==> src/rtl/useq_pkg.sv <==
`timescale 1ns/1ps
package useq_pkg;

  typedef enum logic [2:0] {
    SRC_ZERO,
    SRC_DIN,
    SRC_UPC,
    SRC_REG,
    SRC_TOS
  } src_e;

  typedef enum logic [1:0] {
    STK_HOLD,
    STK_PUSH,
    STK_POP,
    STK_CLEAR
  } stk_e;

  typedef enum logic [1:0] {
    CNT_HOLD,
    CNT_DEC,
    CNT_LOAD
  } cnt_e;

  typedef enum logic [1:0] {
    EN_PIPE,
    EN_MAP,
    EN_VECT
  } ensel_e;

  localparam int NUM_EN = 3;

  typedef enum logic [3:0] {
    OP_GO_ZERO    = 4'd0,
    OP_CALL_D     = 4'd1,
    OP_MAP        = 4'd2,
    OP_JUMP_D     = 4'd3,
    OP_PUSH_LD    = 4'd4,
    OP_CALL_RD    = 4'd5,
    OP_VEC_JUMP   = 4'd6,
    OP_JUMP_RD    = 4'd7,
    OP_RPT_STACK  = 4'd8,
    OP_RPT_DIN    = 4'd9,
    OP_RETURN     = 4'd10,
    OP_JUMP_POP   = 4'd11,
    OP_LOAD_CNT   = 4'd12,
    OP_TEST_END   = 4'd13,
    OP_NEXT       = 4'd14,
    OP_BRANCH3    = 4'd15
  } op_e;

  typedef struct packed {
    src_e   src;
    stk_e   stk;
    cnt_e   cnt;
    ensel_e en;
  } ctl_t;

  // condition passes unless the test is enabled and the condition is false
  function automatic logic test_pass(input logic cc_n, input logic cc_en_n);
    return cc_en_n | ~cc_n;
  endfunction

endpackage

==> src/rtl/useq_decode.sv <==
`timescale 1ns/1ps
module useq_decode
  import useq_pkg::*;
(
  input  logic [3:0] op_i,
  input  logic       pass_i,
  input  logic       zero_i,
  output ctl_t       ctl_o
);

  always_comb begin
    ctl_o.src = SRC_UPC;
    ctl_o.stk = STK_HOLD;
    ctl_o.cnt = CNT_HOLD;
    ctl_o.en  = EN_PIPE;
    case (op_e'(op_i))
      OP_GO_ZERO: begin
        ctl_o.src = SRC_ZERO;
        ctl_o.stk = STK_CLEAR;
      end
      OP_CALL_D: begin
        if (pass_i) begin
          ctl_o.src = SRC_DIN;
          ctl_o.stk = STK_PUSH;
        end
      end
      OP_MAP: begin
        ctl_o.src = SRC_DIN;
        ctl_o.en  = EN_MAP;
      end
      OP_JUMP_D: begin
        if (pass_i) ctl_o.src = SRC_DIN;
      end
      OP_PUSH_LD: begin
        ctl_o.stk = STK_PUSH;
        if (pass_i) ctl_o.cnt = CNT_LOAD;
      end
      OP_CALL_RD: begin
        ctl_o.stk = STK_PUSH;
        ctl_o.src = pass_i ? SRC_DIN : SRC_REG;
      end
      OP_VEC_JUMP: begin
        ctl_o.en = EN_VECT;
        if (pass_i) ctl_o.src = SRC_DIN;
      end
      OP_JUMP_RD: begin
        ctl_o.src = pass_i ? SRC_DIN : SRC_REG;
      end
      OP_RPT_STACK: begin
        if (!zero_i) begin
          ctl_o.src = SRC_TOS;
          ctl_o.cnt = CNT_DEC;
        end else begin
          ctl_o.stk = STK_POP;
        end
      end
      OP_RPT_DIN: begin
        if (!zero_i) begin
          ctl_o.src = SRC_DIN;
          ctl_o.cnt = CNT_DEC;
        end
      end
      OP_RETURN: begin
        if (pass_i) begin
          ctl_o.src = SRC_TOS;
          ctl_o.stk = STK_POP;
        end
      end
      OP_JUMP_POP: begin
        if (pass_i) begin
          ctl_o.src = SRC_DIN;
          ctl_o.stk = STK_POP;
        end
      end
      OP_LOAD_CNT: begin
        ctl_o.cnt = CNT_LOAD;
      end
      OP_TEST_END: begin
        if (pass_i) ctl_o.stk = STK_POP;
        else        ctl_o.src = SRC_TOS;
      end
      OP_NEXT: begin
        ctl_o.src = SRC_UPC;
      end
      OP_BRANCH3: begin
        if (pass_i) begin
          ctl_o.stk = STK_POP;
          if (!zero_i) ctl_o.cnt = CNT_DEC;
        end else if (!zero_i) begin
          ctl_o.src = SRC_TOS;
          ctl_o.cnt = CNT_DEC;
        end else begin
          ctl_o.src = SRC_DIN;
          ctl_o.stk = STK_POP;
        end
      end
      default: begin
        ctl_o.src = SRC_UPC;
      end
    endcase
  end

endmodule

==> src/rtl/useq_regcnt.sv <==
`timescale 1ns/1ps
module useq_regcnt
  import useq_pkg::*;
#(
  parameter int W = 12
) (
  input  logic         clk,
  input  logic         rst,
  input  cnt_e         op_i,
  input  logic         force_load_n_i,
  input  logic [W-1:0] d_i,
  output logic [W-1:0] q_o,
  output logic         zero_o
);

  function automatic logic [W-1:0] minus_one(input logic [W-1:0] v);
    return v - W'(1);
  endfunction

  always_ff @(posedge clk) begin
    if (rst) begin
      q_o <= '0;
    end else if (!force_load_n_i) begin
      q_o <= d_i;
    end else begin
      case (op_i)
        CNT_LOAD: q_o <= d_i;
        CNT_DEC:  q_o <= minus_one(q_o);
        default:  q_o <= q_o;
      endcase
    end
  end

  assign zero_o = (q_o == '0);

endmodule

==> src/rtl/useq_lifo.sv <==
`timescale 1ns/1ps
module useq_lifo
  import useq_pkg::*;
#(
  parameter int W     = 12,
  parameter int DEPTH = 9
) (
  input  logic                           clk,
  input  logic                           rst,
  input  stk_e                           op_i,
  input  logic [W-1:0]                   push_data_i,
  output logic [W-1:0]                   top_o,
  output logic                           full_o,
  output logic [$clog2(DEPTH+1)-1:0]     level_o
);

  localparam int DW = $clog2(DEPTH + 1);
  localparam int IW = (DEPTH > 1) ? $clog2(DEPTH) : 1;

  logic [W-1:0]  mem [DEPTH];
  logic [DW-1:0] level_q;
  logic          empty;
  logic [IW-1:0] wr_idx;
  logic [IW-1:0] rd_idx;

  assign empty  = (level_q == '0);
  assign full_o = (level_q == DW'(DEPTH));
  // a push onto a full stack lands on the current top entry
  assign wr_idx = full_o ? IW'(DEPTH - 1) : IW'(level_q);
  assign rd_idx = empty ? '0 : IW'(level_q - DW'(1));

  for (genvar g = 0; g < DEPTH; g++) begin : g_entry
    always_ff @(posedge clk) begin
      if (op_i == STK_PUSH && wr_idx == IW'(g)) begin
        mem[g] <= push_data_i;
      end
    end
  end

  always_ff @(posedge clk) begin
    if (rst) begin
      level_q <= '0;
    end else begin
      case (op_i)
        STK_CLEAR: level_q <= '0;
        STK_PUSH:  if (!full_o) level_q <= level_q + DW'(1);
        STK_POP:   if (!empty)  level_q <= level_q - DW'(1);
        default:   level_q <= level_q;
      endcase
    end
  end

  assign top_o   = mem[rd_idx];
  assign level_o = level_q;

endmodule

==> src/rtl/useq_next_addr.sv <==
`timescale 1ns/1ps
module useq_next_addr
  import useq_pkg::*;
#(
  parameter int W     = 12,
  parameter int DEPTH = 9
) (
  input  logic         clk,
  input  logic         rst,
  input  logic [3:0]   op,
  input  logic         cond_n,
  input  logic         cond_en_n,
  input  logic         reg_load_n,
  input  logic         out_en_n,
  input  logic         carry_in,
  input  logic [W-1:0] din,
  output logic [W-1:0] addr,
  output logic         addr_valid,
  output logic         full_n,
  output logic         pipe_en_n,
  output logic         map_en_n,
  output logic         vect_en_n
);

  localparam int DW = $clog2(DEPTH + 1);

  function automatic logic [W-1:0] upc_next(input logic [W-1:0] y, input logic cin);
    return y + W'(cin);
  endfunction

  // named internal events, observed by the bound checker
  logic          cond_ok;
  logic          cnt_zero;
  logic          push_evt;
  logic          pop_evt;
  logic [W-1:0]  upc_q;
  logic [W-1:0]  cnt_q;
  logic [W-1:0]  tos;
  logic [DW-1:0] depth_q;
  logic          stk_full;
  ctl_t          ctl;
  logic [NUM_EN-1:0] en_low;

  assign cond_ok = test_pass(cond_n, cond_en_n);

  useq_decode u_decode (
    .op_i   (op),
    .pass_i (cond_ok),
    .zero_i (cnt_zero),
    .ctl_o  (ctl)
  );

  useq_regcnt #(.W(W)) u_regcnt (
    .clk            (clk),
    .rst            (rst),
    .op_i           (ctl.cnt),
    .force_load_n_i (reg_load_n),
    .d_i            (din),
    .q_o            (cnt_q),
    .zero_o         (cnt_zero)
  );

  useq_lifo #(.W(W), .DEPTH(DEPTH)) u_lifo (
    .clk         (clk),
    .rst         (rst),
    .op_i        (ctl.stk),
    .push_data_i (upc_q),
    .top_o       (tos),
    .full_o      (stk_full),
    .level_o     (depth_q)
  );

  assign push_evt = (ctl.stk == STK_PUSH);
  assign pop_evt  = (ctl.stk == STK_POP);

  always_comb begin
    case (ctl.src)
      SRC_ZERO: addr = '0;
      SRC_DIN:  addr = din;
      SRC_REG:  addr = cnt_q;
      SRC_TOS:  addr = tos;
      default:  addr = upc_q;
    endcase
  end

  always_ff @(posedge clk) begin
    if (rst) upc_q <= '0;
    else     upc_q <= upc_next(addr, carry_in);
  end

  for (genvar e = 0; e < NUM_EN; e++) begin : g_en
    assign en_low[e] = (ctl.en != ensel_e'(e));
  end

  assign pipe_en_n  = en_low[int'(EN_PIPE)];
  assign map_en_n   = en_low[int'(EN_MAP)];
  assign vect_en_n  = en_low[int'(EN_VECT)];
  assign full_n     = ~stk_full;
  assign addr_valid = ~out_en_n;

endmodule

==> config.mk <==
export PLATFORM = sky130hd
export DESIGN_NAME = useq_next_addr
export DESIGN_NICKNAME = d
export VERILOG_FILES = /design/src/rtl/useq_pkg.sv /design/src/rtl/useq_decode.sv /design/src/rtl/useq_regcnt.sv /design/src/rtl/useq_lifo.sv /design/src/rtl/useq_next_addr.sv
export SDC_FILE = /design/constraint.sdc
export NUM_CORES = 1
export LEC_CHECK = 0
export CAP_MARGIN = 20
export CORE_MARGIN = 3
export CORE_UTILIZATION = 50
export CTS_BUF_LIST = sky130_fd_sc_hd__clkbuf_8
export CTS_CLUSTER_DIAMETER = 100
export DETAILED_ROUTE_END_ITERATION = 10
export DONT_BUFFER_PORTS = 1
export GPL_ROUTABILITY_DRIVEN = 0
export PLACE_DENSITY = 0.74
export SYNTH_ARGS = -nofsm -noshare
export SYNTH_HDL_FRONTEND = slang
export SYNTH_HIERARCHICAL = 1
export SYNTH_SLANG_ARGS = --single-unit
==> constraint.sdc <==
create_clock -name clk -period 7.9 [get_ports clk]
set_input_delay 0.79 -clock clk [delete_from_list [all_inputs] [get_ports clk]]
set_output_delay 0.79 -clock clk [all_outputs]
set_load 0.02 [all_outputs]
Word level (Yosys, flattened, before mapping). Memory sizes are Yosys's and may differ from the RTL's. Index checks and enable logic that the tools add are counted.

Bits in registers: 28. Latch bits: 0. Bits in writable memories: 108. Memory bits (read-only): 0. Input bits: 23. Memories kept: 1.

Memories: u_lifo.mem (depth 9, bits a word 12, rd ports 1, clocked after Yosys merged registers in 0, write ports 1, line useq_lifo.sv:20) `logic [W-1:0] mem [DEPTH];`.

Add/subtract/negate cells: 4. Multipliers: 0. Div/mod/pow operators: 0. Order comparisons: 0. Equality and inequality tests: 36. Shift-type cells: 0. Muxes and demuxes: 68. Bitwise operators: 4. Reductions and logical operators: 29.

Operator list (count): $mux 12 (9); $reduce_or 12->1 (8); $mux 4 (15); $pmux 12 s4 (1); $eq 4x4->1 const B (9); $pmux 3 s11 (1); $eq 4x3->1 const B (8); $mux 1 (27); $pmux 12 s2 (1); $eq 4x2->1 const B (4); $pmux 2 s8 (1); $add 12x1->12 (1); $logic_not 12->1 (1); $logic_not 4->1 (3); $mux 3 (4); $pmux 4 s3 (1); $sub 12x1->12 const B (1); $mux 2 (5); $logic_and 1x1->1 (9); $eq 4x1->1 const B (2); $pmux 2 s4 (1); $reduce_or 2->1 (4); $eq 2x2->1 const B (3); $ne 2x2->1 const B (3); other kinds (16) (19).

Logic depth before layout (Yosys ltp).
Word-level depth: 17. Depth in mapped cells: 19.

By module. Netlist, hierarchy kept.

By module, submodules not included: useq_lifo (instances 1, cells each 341, area each 5139.9 um2, sequential area each 3323.2 um2); useq_next_addr (instances 1, cells each 153, area each 1236.2 um2, sequential area each 240.2 um2); useq_regcnt (instances 1, cells each 107, area each 853.3 um2, sequential area each 240.2 um2); useq_decode (instances 1, cells each 40, area each 226.5 um2, sequential area each 0.0 um2).

Worst setup path after synthesis. No wires, ideal clock.

Kind: reg-to-reg. Start: reg u_regcnt.q_o[2]. End: reg upc_q[10]. Arrival: 3828 ps. Data required time: 7784 ps. Setup slack: 3956 ps. Cell stages (with the launch flop): 19. Clock period less this slack: 3944 ps. Cell sequence: dfxtp_1 -> nor4_4 -> nor4bb_1 -> nand2b_1 -> o22ai_1 -> o21ai_0 -> o21ai_1 -> buf_6 -> buf_4 -> clkbuf_2 -> o21ai_0 -> o21ai_0 -> a21oi_1 -> ha_1 -> ha_1 -> nand3_1 -> nor3_1 -> a311oi_1 -> a41o_1.

RTL lines: start: declaration (line useq_regcnt.sv:12) `output logic [W-1:0] q_o,`; start signal: assignment (line useq_regcnt.sv:24) `q_o <= d_i;`; start signal: assignment (line useq_regcnt.sv:27) `CNT_LOAD: q_o <= d_i;`; start signal: assignment (line useq_regcnt.sv:28) `CNT_DEC: q_o <= minus_one(q_o);`; end signal: assignment (line useq_next_addr.sv:88) `else upc_q <= upc_next(addr, carry_in);`; end: declaration (line useq_next_addr.sv:36) `logic [W-1:0] upc_q;`.

Worst setup path in the final report.
Start: reg u_lifo.level_q[0] (netlist: u_lifo/level_o[0]). End: out addr[6].

Longest elaborated chain between the ends: 4. Elaborated cells between the ends (all ways): 5. Classes of those cells: add/sub (1); mux (2); reduce/logical (1); memory (1).

RTL lines: start: declaration (line useq_lifo.sv:21) `logic [DW-1:0] level_q;`; start signal: assignment (line useq_lifo.sv:46) `STK_PUSH: if (!full_o) level_q <= level_q + DW'(1);`; start signal: assignment (line useq_lifo.sv:47) `STK_POP: if (!empty) level_q <= level_q - DW'(1);`; start signal: assignment (line useq_lifo.sv:48) `default: level_q <= level_q;`; $sub 4x1->4 or $logic_not 4->1 (tied branches) (line useq_lifo.sv:30, useq_lifo.sv:26); $mux 4 * (line useq_lifo.sv:30) `assign rd_idx = empty ? '0 : IW'(level_q - DW'(1));`; $mem_v2 9x12 *; named net tos[6] (line useq_next_addr.sv:38) `logic [W-1:0] tos;`; $pmux 12 s4 * (line useq_next_addr.sv:77) `case (ctl.src)`; end: declaration (line useq_next_addr.sv:17) `output logic [W-1:0] addr,`.

Mark *: on every way through the listed nets, which the timed path passes. The rest lies on a longest branch.

==> impl_metrics.tcl <==
set metrics [dict create \
    fin_crit_ns 5.28 \
    tritoncts "built" \
    clockBufferDepth 2 \
    wl_um 16600 \
    first_global_vias 5047 \
    synth_nets 676 \
    timing.slew.headroom_pct 30.2 \
    synth_xor_xnor_area_share_pct 0.940 \
    avgRoutedWirePerCell_um 20.1 \
    cts_root_buf "clkbuf_8" \
    synth_compound_area_share_pct 18.7 \
    antenna_cells 0 \
    max_cap_viol_count 0 \
    ys.warnings.count 6 \
    critPathLaunchType "register" \
    synth-async-reset-ratio_pct 0 \
    antenna_found_initial 0 \
    syn_avg_cell_area_sq_um 11.6 \
    nets 666 \
    cts_sinks 136 \
    clock_latency_ns 0.46 \
    powerDensity_nw_per_um2 219 \
    fin_setup_tns_ns 0 \
    outcome "complete, no violations" \
    endpoint_kind "primary output" \
    fin_skew_ns 0.0148 \
    drt-pass1-iter-count 5 \
    fmax_ghz 0.189 \
    initial_core_util_pct 52.5 \
    grt_max_degree 81 \
    drc 0 \
    yosys.area_share.simple_pct 17.2 \
    htree_levels 4 \
    dpl.hpwl_um 11000 \
    final_area_sq_um 7910 \
    dieArea_sq_um 16400 \
    arrival_ns 4.49 \
    seq_area_frac_synth_pct 51.0 \
    fp.dieW_um 128 \
    ctsHoldBuffers 0 \
    die_h_um 128 \
    synth_edf_count 108 \
    multi_input_area_sq_um 3270 \
    required_ns 7.11 \
    synthAdderAreaFrac_pct 2.01 \
    synth_area_sq_um 7460 \
    path_max_fanout 80 \
    drt_iter0_markers 443 \
    yosys.cell_types.count 82 \
    portBuffers 0 \
    numCtsBuffers 17 \
    grt_setup_unrepaired "false" \
    syn_to_final_growth_pct 6.09 \
    synthMuxAreaShare_pct 4.53 \
    p_total_mw 1.73 \
    grt_pass1_wl_um 26400 \
    vias 5131 \
    synthFlopType "edfxtp_1" \
    setup_violations 0 \
    gr-total-overflow 0 \
    placed_area_sq_um 7460 \
    hold_path.class "in2reg" \
    io_pins 40 \
    leakagePower_nw 2.73 \
    clkTransAtPathRegs_ns 0.08 \
    regArea_sq_um 3800 \
    ant_nets 0 \
    finalHoldViolCount 0 \
    avgViaCountPerCell 6.23 \
    synth_cells 641 \
    crit_type "reg2out" \
    synth_top_family_by_area "compound AO/OA/AOI/OAI gates" \
    core-area_sq_um 14200 \
    n_fill_cell 1174 \
    worst_pin_slew_ns 1.04 \
    fp-row-count 43 \
    ir_drop_mv 0.180 \
    cts_setup_buffers 0 \
    gr-usage-all-layers_pct 20.6 \
    fin_crit_sh_pct 66.8 \
    synth_seq_cells 136 \
    cts_resized 0 \
    finalMaxSlewViolations 0 \
    drive_gt1_share_pct 20.7 \
]
[layer usage]
layer | part of all wire, % | vias up | global-route usage [%]
li1 | - | 2420 | -
met1 | 43 | 2507 | 26.4
met2 | 48 | 174 | 33.8
met3 | 6.5 | 30 | 5.92
met4 | 2.1 | 0 | 6.87
met5 | 0 | - | 0
[cells by family after synthesis]
logic type	after synthesis
AND/OR/NAND/NOR	208
AO/OA/AOI/OAI	183
flip-flops	136
buffers and inverters	64
multiplexers	30
adder cells (fa/ha/maj)	12
XOR/XNOR	8
[through the flow]
stage,utilization (%),worst slack (ns),instances,hold slack [ns]
final,55.7,2.62,824,0.399
after global routing,55.7,2.30,824,0.361
after CTS,55.4,2.63,820,0.375
after detailed placement,52.5,2.74,788,0.544
after global placement,52.4,2.93,786,0.534
after floorplan,-,3.96,641,0.494
[report_power, final]
part / total (mW) / internal [mW] / leakage [nW] / switching [mW]
registers: 0.855 / 0.809 / 1.22 / 0.0461
clock network: 0.589 / 0.270 / 0.211 / 0.319
logic: 0.289 / 0.111 / 1.30 / 0.178
[flip-flops by register name (all words and copies together) (netlist names)]
name and flops:
u_lifo/level_o 4, upc_q 12, u_regcnt/q_o 12, u_lifo/mem 108
[layout make-up]
| cell class | instances | area share, % |
|---|---|---|
| flip-flops and latches | 136 | 48.1 |
| multi-input cells | 441 | 41.3 |
| clock buffers | 17 | 2.96 |
| well taps | 180 | 2.85 |
| clock inverters | 15 | 2.28 |
| repair buffers | 15 | 1.52 |
| inverters | 20 | 0.949 |
[path summary, 6_finish.rpt]
| path | start | endpoint | slack (ns) | depth (start not counted) |
|---|---|---|---|---|
| worst max-delay path | u_lifo/level_o[0]$_SDFFE_PP0P_ | addr[6] | 2.62 | 12 |
| worst min-delay path | rst | u_lifo/level_o[2]$_SDFFE_PP0P_ | 0.40 | 1 |
| worst max register to register | u_lifo/level_o[0]$_SDFFE_PP0P_ | upc_q[10]$_SDFF_PP0_ | 2.66 | 16 |
| worst min register to register | u_regcnt/q_o[10]$_SDFFE_PP0P_ | u_regcnt/q_o[10]$_SDFFE_PP0P_ | 0.57 | 1 |
[synthesized netlist by cell type (5+ instances only)]
cell        n  area share (%)
edfxtp_1  108              43
nor2_1     54             2.7
a21oi_1    46             3.1
nand2b_1   37             3.1
dfxtp_1    28             7.5
mux2_2     24             3.6
nand2_1    22             1.1
inv_1      20             1.0
o21a_1     20             2.0
nor3_1     19             1.3
buf_2      18             1.2
o221ai_1   16             1.9
a31oi_1    14             1.2
o21ai_0    14            0.94
ha_1       12             2.0
o221ai_2   12             2.4
o21a_2     11             1.3
clkbuf_1    9            0.45
a211oi_1    8            0.81
nor2b_1     8            0.67
nor3b_1     8            0.81
nand3_1     7            0.47
buf_12      6             1.6
buf_6       6            0.91
nor4bb_1    6            0.81
xnor2_1     5            0.59
[placed cells by master, fill, tap and decap left out, drive strengths merged, types with 6 or more instances in the layout]
cell	count
a21oi	46
nand3	7
clkbuf	18
inv	30
nor2	54
buf	14
o21a	31
nor3b	9
mux2	27
nor4bb	6
o21ai	19
dfxtp	28
nand2	23
ha	12
nor2b	8
o221ai	28
edfxtp	108
nand2b	38
a31oi	14
a211oi	8
nor3	27
[worst max-delay path: stages, from the launching register on]
cell      delay, ns
dfxtp_2        0.32
buf_4          0.34
inv_1          0.23
ha_1           0.29
nor3b_4        0.76
buf_4          0.45
or2_4          0.33
o221ai_2       0.14
a31oi_1        0.31
a211oi_1       0.17
nor3_2         0.25
o21ai_1        0.16
inv_1          0.23
No activity file was read; power rests on OpenSTA's default activity.
